### config.mk
export PLATFORM = sky130hd
export DESIGN_NAME = sru_top
export DESIGN_NICKNAME = d
export VERILOG_FILES = /design/src/rtl/sru_pkg.sv /design/src/rtl/sru_shift.sv /design/src/rtl/sru_bitop.sv /design/src/rtl/sru_status.sv /design/src/rtl/sru_top.sv
export SDC_FILE = /design/constraint.sdc
export NUM_CORES = 1
export LEC_CHECK = 0
export BUFFER_PORTS_ARGS = -buffer_cell sky130_fd_sc_hd__buf_4
export CORE_ASPECT_RATIO = 1.25
export CORE_MARGIN = 5
export CORE_UTILIZATION = 35
export DETAILED_ROUTE_END_ITERATION = 10
export PLACE_DENSITY = 0.58
export SYNTH_ARGS = -nofsm -noshare
export SYNTH_HDL_FRONTEND = slang
export SYNTH_SLANG_ARGS = --single-unit
### constraint.sdc
create_clock -name clk -period 2 [get_ports clk]
set_input_delay 0.1 -clock clk [delete_from_list [all_inputs] [get_ports clk]]
set_output_delay 0.1 -clock clk [all_outputs]
set_load 0.05 [all_outputs]
### src/rtl/sru_pkg.sv
package sru_pkg;
  localparam int STAT_W = 8;
  localparam int FIDX_W = 3;

  localparam int FLG_C = 0;
  localparam int FLG_Z = 1;
  localparam int FLG_N = 2;
  localparam int FLG_V = 3;
  localparam int FLG_S = 4;
  localparam int FLG_H = 5;
  localparam int FLG_T = 6;
  localparam int FLG_I = 7;

  typedef enum logic [3:0] {
    OP_SHL  = 4'd0,
    OP_SHR  = 4'd1,
    OP_RTL  = 4'd2,
    OP_RTR  = 4'd3,
    OP_SAR  = 4'd4,
    OP_NSWP = 4'd5,
    OP_TST  = 4'd6,
    OP_TLD  = 4'd7,
    OP_FON  = 4'd8,
    OP_FOFF = 4'd9
  } sru_op_e;
endpackage

### src/rtl/sru_shift.sv
module sru_shift #(
  parameter int DW = 8
) (
  input  logic [3:0]    op,
  input  logic [DW-1:0] a,
  input  logic          cin,
  output logic [DW-1:0] res,
  output logic          cout,
  output logic          hit,
  output logic          swap_hit
);
  import sru_pkg::*;
  localparam int HALF = DW / 2;

  always_comb begin
    res      = a;
    cout     = 1'b0;
    hit      = 1'b1;
    swap_hit = 1'b0;
    case (op)
      OP_SHL: begin
        res  = {a[DW-2:0], 1'b0};
        cout = a[DW-1];
      end
      OP_SHR: begin
        res  = {1'b0, a[DW-1:1]};
        cout = a[0];
      end
      OP_RTL: begin
        res  = {a[DW-2:0], cin};
        cout = a[DW-1];
      end
      OP_RTR: begin
        res  = {cin, a[DW-1:1]};
        cout = a[0];
      end
      OP_SAR: begin
        res  = {a[DW-1], a[DW-1:1]};
        cout = a[0];
      end
      OP_NSWP: begin
        res      = {a[HALF-1:0], a[DW-1:HALF]};
        hit      = 1'b0;
        swap_hit = 1'b1;
      end
      default: hit = 1'b0;
    endcase
  end
endmodule

### src/rtl/sru_bitop.sv
module sru_bitop #(
  parameter int DW = 8,
  localparam int BW = $clog2(DW)
) (
  input  logic [3:0]                  op,
  input  logic [DW-1:0]               a,
  input  logic [BW-1:0]               bsel,
  input  logic [sru_pkg::FIDX_W-1:0]  fsel,
  input  logic                        t_in,
  output logic [DW-1:0]               res,
  output logic [sru_pkg::STAT_W-1:0]  f_en,
  output logic [sru_pkg::STAT_W-1:0]  f_val
);
  import sru_pkg::*;

  logic [DW-1:0]     bit_mask;
  logic [STAT_W-1:0] flag_mask;

  assign bit_mask  = {{(DW-1){1'b0}}, 1'b1} << bsel;
  assign flag_mask = {{(STAT_W-1){1'b0}}, 1'b1} << fsel;

  always_comb begin
    res   = a;
    f_en  = '0;
    f_val = '0;
    case (op)
      OP_TST: begin
        f_en[FLG_T]  = 1'b1;
        f_val[FLG_T] = a[bsel];
      end
      OP_TLD: begin
        res = t_in ? (a | bit_mask) : (a & ~bit_mask);
      end
      OP_FON: begin
        f_en  = flag_mask;
        f_val = flag_mask;
      end
      OP_FOFF: begin
        f_en  = flag_mask;
        f_val = '0;
      end
      default: ;
    endcase
  end
endmodule

### src/rtl/sru_status.sv
module sru_status #(
  parameter int SW = 8
) (
  input  logic          clk,
  input  logic          rst_n,
  input  logic          commit,
  input  logic [SW-1:0] upd_en,
  input  logic [SW-1:0] upd_val,
  output logic [SW-1:0] q
);
  for (genvar i = 0; i < SW; i++) begin : g_flag
    always_ff @(posedge clk) begin
      if (!rst_n)
        q[i] <= 1'b0;
      else if (commit && upd_en[i])
        q[i] <= upd_val[i];
    end
  end
endmodule

### src/rtl/sru_top.sv
module sru_top #(
  parameter int DW = 8,
  localparam int BW = $clog2(DW)
) (
  input  logic                       clk,
  input  logic                       rst_n,
  input  logic                       in_valid,
  output logic                       in_ready,
  input  logic [3:0]                 in_op,
  input  logic [DW-1:0]              in_data,
  input  logic [BW-1:0]              in_bit,
  input  logic [sru_pkg::FIDX_W-1:0] in_flag,
  output logic                       out_valid,
  input  logic                       out_ready,
  output logic [DW-1:0]              out_data,
  output logic [sru_pkg::STAT_W-1:0] status
);
  import sru_pkg::*;

  logic [DW-1:0]     sh_res, bo_res;
  logic              sh_cout, sh_hit, sh_swap;
  logic [STAT_W-1:0] bo_en, bo_val;
  logic [STAT_W-1:0] upd_en, upd_val;
  logic              sh_n, sh_z;
  logic              take;

  assign in_ready  = out_ready;
  assign out_valid = in_valid;
  assign take      = in_valid && out_ready;

  sru_shift #(.DW(DW)) u_shift (
    .op(in_op), .a(in_data), .cin(status[FLG_C]),
    .res(sh_res), .cout(sh_cout), .hit(sh_hit), .swap_hit(sh_swap)
  );

  sru_bitop #(.DW(DW)) u_bitop (
    .op(in_op), .a(in_data), .bsel(in_bit), .fsel(in_flag),
    .t_in(status[FLG_T]), .res(bo_res), .f_en(bo_en), .f_val(bo_val)
  );

  assign sh_n = sh_res[DW-1];
  assign sh_z = (sh_res == '0);

  always_comb begin
    if (sh_hit) begin
      upd_en         = '0;
      upd_val        = '0;
      upd_en[FLG_C]  = 1'b1;
      upd_en[FLG_Z]  = 1'b1;
      upd_en[FLG_N]  = 1'b1;
      upd_en[FLG_V]  = 1'b1;
      upd_val[FLG_C] = sh_cout;
      upd_val[FLG_Z] = sh_z;
      upd_val[FLG_N] = sh_n;
      upd_val[FLG_V] = sh_n ^ sh_cout;
    end else begin
      upd_en  = bo_en;
      upd_val = bo_val;
    end
  end

  assign out_data = (sh_hit || sh_swap) ? sh_res : bo_res;

  sru_status #(.SW(STAT_W)) u_stat (
    .clk(clk), .rst_n(rst_n), .commit(take),
    .upd_en(upd_en), .upd_val(upd_val), .q(status)
  );
endmodule

* After elaboration in Yosys (flattened, before gate mapping)
Cells that the tools add are included.
Storage, ports and cells: bits in registers 8, word-level logic and storage cells 57, bits of input ports 22
Operators by class: shift-type cells 2, eq/ne operators 9, reduce and logical (&&, ||, !) cells 16, multiplexer cells 17, magnitude comparators 1, bitwise logic cells 4
Operator list (count):
- $pmux W8 S6 | 1
- $mux W8 | 5
- $eq A4 B3 Y1 const B | 4
- $shl A1 B3 Y8 const A | 2
- $mux W6 | 2
- $logic_and A1 B1 Y1 | 9
- $and A8 B8 Y8 | 1
- $eq A4 B2 Y1 const B | 2
- $eq A4 B4 Y1 const B | 2
- $logic_not A8 Y1 | 1
- $not A8 Y8 | 1
- $or A8 B8 Y8 | 1
- $pmux W1 S2 | 3
- $mux W1 | 5
- $reduce_or A5 Y1 | 1
- $eq A4 B1 Y1 const B | 1
- $logic_not A4 Y1 | 1
- $lt A3 B4 Y1 const B | 1
- $reduce_or A2 Y1 | 2
- $bmux W1 S3 | 1
- $reduce_or A3 Y1 | 1
- $logic_or A1 B1 Y1 | 1
- $xor A1 B1 Y1 | 1

* Logic depth before layout (Yosys ltp)
Gate-level depths: netlist of run 1.
depth in word-level cells 6, depth in mapped cells 7, depth with buffers taken out 5

* Cells and area by module
Synthesis of run 1 repeated with hierarchy kept, for this count alone.
Second synthesis, totals: cells, all modules 194, area total of the unflattened synthesis 1466.4 um2
By module, submodules not included:
- sru_shift | cells an instance 62, area an instance 405.4 um2, times used 1, seq. area each 0.0 um2
- sru_bitop | cells an instance 54, area an instance 402.9 um2, times used 1, seq. area each 0.0 um2
- sru_status | cells an instance 43, area an instance 357.8 um2, times used 1, seq. area each 160.2 um2
- sru_top | cells an instance 35, area an instance 300.3 um2, times used 1, seq. area each 0.0 um2

* Least setup slack after synthesis of run 1
Ideal clock, no wire load.
path kind input -> output, from in in_op[2], to out out_data[2], arrival 1.733 ns, data required time 1.900 ns, path slack 0.167 ns, buffers on the path 1, cell stages on the path 6, cell sequence buf_2 and4b_1 nand2b_1 nor3b_1 mux2i_1 o221ai_1
Between the ends: longest elaborated chain between the ends 5, elaborated cells between the ends (all ways) 14, those cells by class 6 x eq/ne; 5 x mux; 3 x reduce/logical
RTL lines:
- start, declared | RTL line sru_top.sv:9 | input logic [3:0] in_op,
- $eq A4 B1 Y1, or another cell as far along | RTL line sru_shift.sv:20 | case (op)
- $reduce_or A5 Y1 (no source line)
- $mux W1 | RTL line sru_shift.sv:20
- $logic_or A1 B1 Y1 | RTL line sru_top.sv:62 | assign out_data = (sh_hit || sh_swap) ? sh_res : bo_res;
- $mux W8 (*) | RTL line sru_top.sv:62
- end, declared | RTL line sru_top.sv:15 | output logic [DW-1:0] out_data,
Every way passes the cells marked *; elsewhere a longest branch is shown, timed or not.

* Worst setup path after layout of run 1
from in in_op[0], to out out_data[7]
The elaborated chain is that of the path after synthesis.

==> impl_metrics.toml, run 1 <==
[outcome]
status = "complete, no violations"

[routing]
vias_per_cell = 6.14
dr.pass1.iters = 5
postRouteAntennaNets = 0
drt_first_iter_violations = 65
post_drt_wl_per_cell_um = 16.4
vias = 1358
route.final.wire_length_um = 3620
drc = 0

[synthesis]
yosysSeqAreaShare_pct = 13.9
async_flop_share_pct = 0
syn_inst = 152
syn_avg_cell_area_um2 = 7.58
syn_area_um2 = 1150
synth_cell_types = 48
synthesis.nets = 174
ys_warn_count = 0
ys_ff_latch = 8
synth-edff-count = 0
synth_ff_type = "dfxtp_1"

[worst_hold_path]
holdPathStages = 2
hold_end = "u_stat.q[2]$_SDFFE_PN0P_"
hold_class = "in2reg"
min-delay-start = "rst_n"

[timing]
finalCritPeriodShare_pct = 87.7
fmax_ghz = 0.570
relSlewSlack_pct = 62.1
fin_crit_ns = 1.75
hold_viol = 0
worst_pin_slew_ns = 0.562
tns_ns = 0
rsz0062_at_grt = "false"
fin_skew_ns = 0.00445
setup_viol = 0
drv_slew = 0

[placed_design]
port_buffers = 39
dpl-instance-area_um2 = 1450
dp.cells = 218
dp_hpwl_um = 2860
gp_congestion = 0.831

[clock_tree]
cts_tree = "yes"
cts.path.max_buffers = 2
cts_resized = 0
cts.sinks = 8
cts-root-buf = "clkbuf_8"
clk_latency_ns = 0.22
cts.clk_slew.worst_paths_ns = 0.04
ctsHoldBuffers = 0
cts_inserted_buffers = 3
h-tree-depth = 1
postCtsSetupBuffers = 0

[setup_path]
start_kind = "input port"
arrival_ns = 1.65
cp_max_fo = 17
crit_type = "in2out"
worstReg2RegEnd = "u_stat.q[1]$_SDFFE_PN0P_"
rrSetupSlack_ns = 0.51
worstPathRequired_ns = 1.90
endpoint_kind = "output port"
rr_worst_depth = 5
rr_startpoint = "u_stat.q[0]$_SDFFE_PN0P_"
cp-startpoint = "in_op[0]"

[global_routing]
grt_use_total_pct = 16.4
first_global_vias = 1305
grt_pass1_wl_um = 5840
grt_max_degree = 18
antenna_found_initial = 0
grt_overflow = 0

[finish]
largest_reg_flops = 8
drive_above_1_share_pct = 28.3
top_register = "u_stat.q"
fin_cells = 221
nets = 208
syn_to_final_growth_pct = 29.5
reg.largest.list = "u_stat.q (8)"
diodes = 0
fin_area_um2 = 1490

[floorplan]
initial_core_util_pct = 36.1
dieArea_um2 = 4550
die_x_um = 61.3
rows = 23
die_h_um = 74.2
core_um2 = 3190
ioPinCount = 40

[power]
leakagePower_uw = 0.000627
power_density_nw_per_um2 = 449
peakVddDrop_v = 0.000540

[job]
maxCapViolations = 0
worst max-delay path by stage:
| stage | endpoint | slack [ns] | depth (start not counted) |
|---|---|---|---|
| 5_1_grt | out_data[7] | 0.19 | 7 |
| 2_1_floorplan | out_data[2] | 0.17 | 6 |
| 4_1_cts | out_data[7] | 0.24 | 7 |
| 3_5_place_dp | out_data[7] | 0.24 | 7 |
| 6_report | out_data[7] | 0.25 | 7 |
| 3_3_place_gp | out_data[7] | 0.27 | 7 |
synthesized netlist by cell type, types with 2 or more instances:
cell type  count  area (um^2)
a211o_1        2         17.5
a211oi_1       2         15.0
a21o_1         6         45.0
a21oi_1        3         15.0
a22oi_1        5         37.5
a31oi_1        4         25.0
buf_1          2         7.51
buf_2          5         25.0
buf_4          4         30.0
clkbuf_1       4         15.0
dfxtp_1        8          160
mux2i_1       18          180
nand2_1       13         48.8
nand2b_1       3         18.8
nand3_1        4         20.0
nand3b_1       3         22.5
nand4_1        4         25.0
nor2_1         8         30.0
nor2b_1        7         43.8
nor3_1         4         20.0
nor3b_1        5         37.5
o211ai_1       2         15.0
o21ai_0        5         25.0
o221ai_1       5         43.8
o22ai_1        2         12.5
o311a_1        2         20.0
cell families after synthesis:
kind of cell	synth area share [%]
AND/OR/NAND/NOR	29.8
buffers and inverters	7.38
AO/OA/AOI/OAI	31.4
multiplexers	17.6
flip-flops	13.9
cell type report:
type	count	area, um^2
fill	323	1700
multi-input combinational	127	907
timing repair buffer	44	330
sequential	8	160
tap	37	46.3
clock buffer	3	41.3
inverter	2	7.51
stage by stage:
stage | setup WS, ns | utilization, % | hold slack, ns | total power (uW)
2_1_floorplan | 0.167 | - | 0.221 | 375
3_3_place_gp | 0.273 | 45.4 | 0.390 | 479
3_5_place_dp | 0.236 | 45.4 | 0.391 | 483
4_1_cts | 0.236 | 46.7 | 0.164 | 677
5_1_grt | 0.189 | 46.7 | 0.167 | 714
6_report | 0.246 | 46.7 | 0.169 | 671
layout by cell type (no fill, tap or decap), types with 3 or more instances in the layout:
cell,instances
buf_4,44
mux2i_1,18
nand2_1,13
nor2_1,8
dfxtp_1,8
nor2b_1,7
a21o_1,6
nor3b_1,5
a22oi_1,5
o221ai_1,5
o21ai_0,5
nor3_1,4
a31oi_1,4
nand4_1,4
nand3_1,4
a21oi_1,3
nand2b_1,3
nand3b_1,3
clkbuf_8,3
worst max-delay path, stage by stage:
cell     delay, ns
buf_4         0.18
and4b_1       0.26
nand4_1       0.11
mux2_1        0.31
a21o_1        0.18
a221o_1       0.32
buf_4         0.19
per-layer routing:
layer  global-route usage [%]  up-vias  routed length (um)
met3                     1.91        2                 220
met2                     30.8       44                1900
met5                        0        -                   0
met4                     4.10        0                  12
met1                     19.2      655                1490
li1                         -      657                   -
power by group:
group	total, uW	switching [uW]	leakage [uW]	internal (uW)
clock network	189	59.1	0.0000216	130
registers	167	3.02	0.0000648	164
logic	314	199	0.000541	116
(Power assumes the default switching activity.)
==> run 2, diff against run 1 <==
Settings changed: BUFFER_PORTS_ARGS -buffer_cell sky130_fd_sc_hd__buf_4 to -buffer_cell sky130_fd_sc_hd__buf_2.
==> run 2 against run 1 <==
  * Critical path depth did not move
  * Design area is 6.0% lower
  * Setup slack worse by 0.073 ns
  * Critical path type unchanged
  * Maximum frequency decreased by 4.0%
  * Largest power group unchanged
  * Highest routed layer unchanged
  * Critical endpoint unchanged
==> impl_metrics.toml, run 2 (synthesized netlist as in run 1, its figures left out) <==
[timing]
worst_pin_slew_ns = 0.543
fin_skew_ns = 0.00108
relSlewSlack_pct = 63.3
finalCritPeriodShare_pct = 91.4
hold_viol = 0
tns_ns = 0
setup_viol = 0
fmax_ghz = 0.547
drv_slew = 0
fin_crit_ns = 1.83
rsz0062_at_grt = "false"

[power]
finalPower_uw = 650
power_density_nw_per_um2 = 464
peakVddDrop_v = 0.000474
leakagePower_uw = 0.000606

[finish]
drive_above_1_share_pct = 28.6
diodes = 0
top_register = "u_stat.q"
layout_common_cells = "buf_2, mux2i_1, nand2_1"
fin_cells = 222
syn_to_final_growth_pct = 21.7
postLayoutCoreUtil_pct = 43.9
final_common_cell = "buf_2"
largest_reg_flops = 8
nets = 209
reg.largest.list = "u_stat.q (8)"

[clock_tree]
h-tree-depth = 1
cts.sinks = 8
cts.path.max_buffers = 2
cts-root-buf = "clkbuf_8"
cts.clk_slew.worst_paths_ns = 0.04
postCtsSetupBuffers = 0
cts_inserted_buffers = 3
clk_latency_ns = 0.23
cts_resized = 0
cts_tree = "yes"
ctsHoldBuffers = 0

[routing]
route.final.wire_length_um = 3470
postRouteAntennaNets = 0
post_drt_wl_per_cell_um = 15.6
vias_per_cell = 6.04
vias = 1340
drt_first_iter_violations = 68
drc = 0
dr.pass1.iters = 4

[global_routing]
first_global_vias = 1278
grt_pass1_wl_um = 5690
grt_max_degree = 22
grt_overflow = 0
grt_use_total_pct = 16.2
antenna_found_initial = 0

[setup_path]
arrival_ns = 1.73
cp_max_fo = 14
slowest_delay_ns = 0.32
start_kind = "input port"
cpMostUsedCell = "buf_2"
critPathSlowestCell = "mux2_1"
cp-startpoint = "in_op[1]"
cp_cell_sequence = "buf_2 > and4b_1 > nand4_1 > mux2_1 > a21o_1 > a221o_1 > buf_2"
critPathBufInv = 2
rr_startpoint = "u_stat.q[0]$_SDFFE_PN0P_"
worstPathRequired_ns = 1.90
endpoint_kind = "output port"
critPathTopFamily = "compound AO/OA/AOI/OAI gates"
crit_type = "in2out"

[outcome]
status = "complete, no violations"

[floorplan]
dieArea_um2 = 4550
core_um2 = 3190
die_x_um = 61.3
rows = 23
die_h_um = 74.2
initial_core_util_pct = 36.1
ioPinCount = 40

[placed_design]
dp.cells = 219
dp_hpwl_um = 2780
gp_congestion = 0.843
port_buffers = 39

[job]
maxCapViolations = 0

[worst_hold_path]
hold_class = "in2reg"
min-delay-start = "rst_n"
-- run 2: final timing paths --
path,to,slack (ns),cells past startpoint
max,out_data[7],0.17,7
min,u_stat.q[6]$_SDFFE_PN0P_,0.18,2
max reg2reg,u_stat.q[1]$_SDFFE_PN0P_,0.62,5
min reg2reg,u_stat.q[2]$_SDFFE_PN0P_,0.50,1
-- run 2: layer usage --
| layer | global-route usage (%) | vias up | routed length [um] |
|---|---|---|---|
| met4 | 7.23 | 0 | 79 |
| li1 | - | 661 | - |
| met1 | 19.5 | 630 | 1440 |
| met2 | 28.2 | 42 | 1750 |
| met3 | 1.56 | 7 | 201 |
| met5 | 0 | - | 0 |
-- run 2: worst reg2reg max path: stages, from the launching register on --
cell and delay [ns]:
dfxtp_1 0.39, nand3_1 0.11, a211oi_1 0.30, a221oi_1 0.13
a311oi_1 0.24, a211oi_1 0.08
-- run 2: area by class of cell --
type                    instances  area, um^2
clock buffers                   3        41.3
fillers                       342        1790
inverters                       2        7.51
multi-input cells             127         907
flip-flops and latches          8         160
well taps                      37        46.3
repair buffers                 45         240
-- run 2: power breakdown --
group	internal (uW)	total (uW)	leakage [uW]	switching (uW)
logic	92.4	288	0.000520	196
clock network	130	195	0.0000216	64.5
registers	164	167	0.0000648	3.02
-- run 2: metrics by stage --
stage | setup WS (ns) | hold slack, ns | cell area, um^2
floorplan | 0.167 | 0.221 | 1150
global placement | 0.213 | 0.407 | 1360
detailed placement | 0.177 | 0.413 | 1360
CTS | 0.171 | 0.174 | 1400
global route | 0.0881 | 0.196 | 1400
finish | 0.172 | 0.176 | 1400
==> run 3, diff against run 2 <==
==> constraint.sdc (replaced) <==
create_clock -name clk -period 2 [get_ports clk]
set_input_delay 0.1 -clock clk [delete_from_list [all_inputs] [get_ports clk]]
set_output_delay 0.1 -clock clk [all_outputs]
set_load 0.02 [all_outputs]
==> run 3 against run 2 <==
  * Count of clock-buffer cells in the layout stayed put
  * Sequential share of layout area unchanged
  * Utilization unchanged
  * Via count is 0.67% lower
  * Worst hold slack gained 0.0041 ns
  * Maximum frequency rose by 2.4%
  * Setup slack improved by 0.043 ns
  * Total power down 9.5%
==> impl_metrics.toml, run 3 (synthesized netlist as in run 1, its figures left out) <==
[outcome]
status = "complete, no violations"

[finish]
layout_common_cells = "buf_2, mux2i_1, nand2_1"
fin_cells = 222
syn_to_final_growth_pct = 21.7
drive_above_1_share_pct = 28.6
nets = 209
final.fill_count = 333
final_common_cell = "buf_2"
top_register = "u_stat.q"
postLayoutCoreUtil_pct = 43.9
fin_area_um2 = 1400
largest_reg_flops = 8
diodes = 0
reg.largest.list = "u_stat.q (8)"

[routing]
vias_per_cell = 6.00
route.final.wire_length_um = 3460
drt_first_iter_violations = 100
dr_wl_met3_um = 254
routedLengthMet1_um = 1410
postRouteAntennaNets = 0
post_drt_wl_per_cell_um = 15.6
routed-wl-met2_um = 1700
vias = 1331
top_layer = "met4"
dr.pass1.iters = 4
drc = 0

[power]
finalPower_uw = 589
p_clk_share_pct = 31.2
power.internal_uw = 386
leakagePower_uw = 0.000606
power.switching_uw = 202
power_frac_comb_pct = 40.3
switching_share_pct = 34.4
peakVddDrop_v = 0.000283
seq_power_share_pct = 28.4
power_density_nw_per_um2 = 420

[timing]
drv_slew = 0
fmax_ghz = 0.560
finalCritPeriodShare_pct = 89.2
hold_viol = 0
tns_ns = 0
setup_viol = 0
fin_crit_ns = 1.78
relSlewSlack_pct = 63.6
rsz0062_at_grt = "false"
worst_pin_slew_ns = 0.545
fin_skew_ns = 0.00173

[setup_path]
rr_worst_depth = 5
crit_end = "out_data[7]"
cp_max_fo = 14
endpoint_kind = "output port"
rrSetupSlack_ns = 0.66
worstReg2RegEnd = "u_stat.q[1]$_SDFFE_PN0P_"
cp-startpoint = "in_op[1]"
start_kind = "input port"
worstPathRequired_ns = 1.90
rr_startpoint = "u_stat.q[0]$_SDFFE_PN0P_"
arrival_ns = 1.68
crit_type = "in2out"

[clock_tree]
postCtsSetupBuffers = 0
ctsHoldBuffers = 0
cts.clk_slew.worst_paths_ns = 0.04
cts_inserted_buffers = 3
cts_tree = "yes"
h-tree-depth = 1
cts.sinks = 8
cts_resized = 0
cts-root-buf = "clkbuf_8"
clk_latency_ns = 0.22
cts.path.max_buffers = 2

[floorplan]
die_x_um = 61.3
core_um2 = 3190
dieArea_um2 = 4550
initial_core_util_pct = 36.1
rows = 23
ioPinCount = 40
die_h_um = 74.2

[global_routing]
first_global_vias = 1298
antenna_found_initial = 0
grt_overflow = 0
grt_max_degree = 20
grt_pass1_wl_um = 5750
grt_use_total_pct = 16.0

[worst_hold_path]
hold_class = "in2reg"

[placed_design]
dpl-instance-area_um2 = 1360
port_buffers = 39
gp_congestion = 0.816
dp.cells = 219
dp_hpwl_um = 2770

[job]
maxCapViolations = 0
[run 3: cell counts in the layout (fill, tap and decap cells not counted)]
Identical to the previous run, type by type.
[run 3: worst min path at each step]
| stage | startpoint | end | slack (ns) | depth (start not counted) |
|---|---|---|---|---|
| finish | rst_n | u_stat.q[1]$_SDFFE_PN0P_ | 0.18 | 3 |
| global route | rst_n | u_stat.q[0]$_SDFFE_PN0P_ | 0.19 | 2 |
| CTS | rst_n | u_stat.q[1]$_SDFFE_PN0P_ | 0.18 | 3 |
| detailed placement | rst_n | u_stat.q[1]$_SDFFE_PN0P_ | 0.41 | 3 |
| global placement | rst_n | u_stat.q[1]$_SDFFE_PN0P_ | 0.41 | 3 |
| floorplan | rst_n | u_stat.q[1]$_SDFFE_PN0P_ | 0.22 | 2 |
[run 3: metal layers]
layer  vias to the layer above  global-route usage, %
met3                         8                   2.60
met1                       613                   19.1
met4                         0                   6.27
li1                        661                      -
met2                        49                   27.8
met5                         -                      0
[run 3: critical path: stages]
cell	delay [ns]
buf_2	0.21
and4b_1	0.27
nand4_1	0.12
mux2_1	0.32
a21o_1	0.17
a221o_1	0.32
buf_2	0.16
[run 3: cell type report]
cell class	count	area (um^2)	share of cell area, %
clock buffers	3	41.3	2.94
inverters	2	7.51	0.535
multi-input cells	127	907	64.7
flip-flops and latches	8	160	11.4
well taps	37	46.3	3.30
repair buffers	45	240	17.1
[run 3: power groups by stage]
stage	registers (uW)	clock network, uW	logic [uW]
after global placement	170	0	232
after global routing	168	199	260
after CTS	168	191	237
after detailed placement	170	0	236
after floorplan	172	0	151
final	167	184	237
[run 3: per-stage QoR]
stage,hold WS (ns),setup slack (ns)
after global routing,0.195,0.120
after floorplan,0.221,0.454
after CTS,0.176,0.217
after global placement,0.406,0.268
after detailed placement,0.406,0.217
final,0.180,0.215
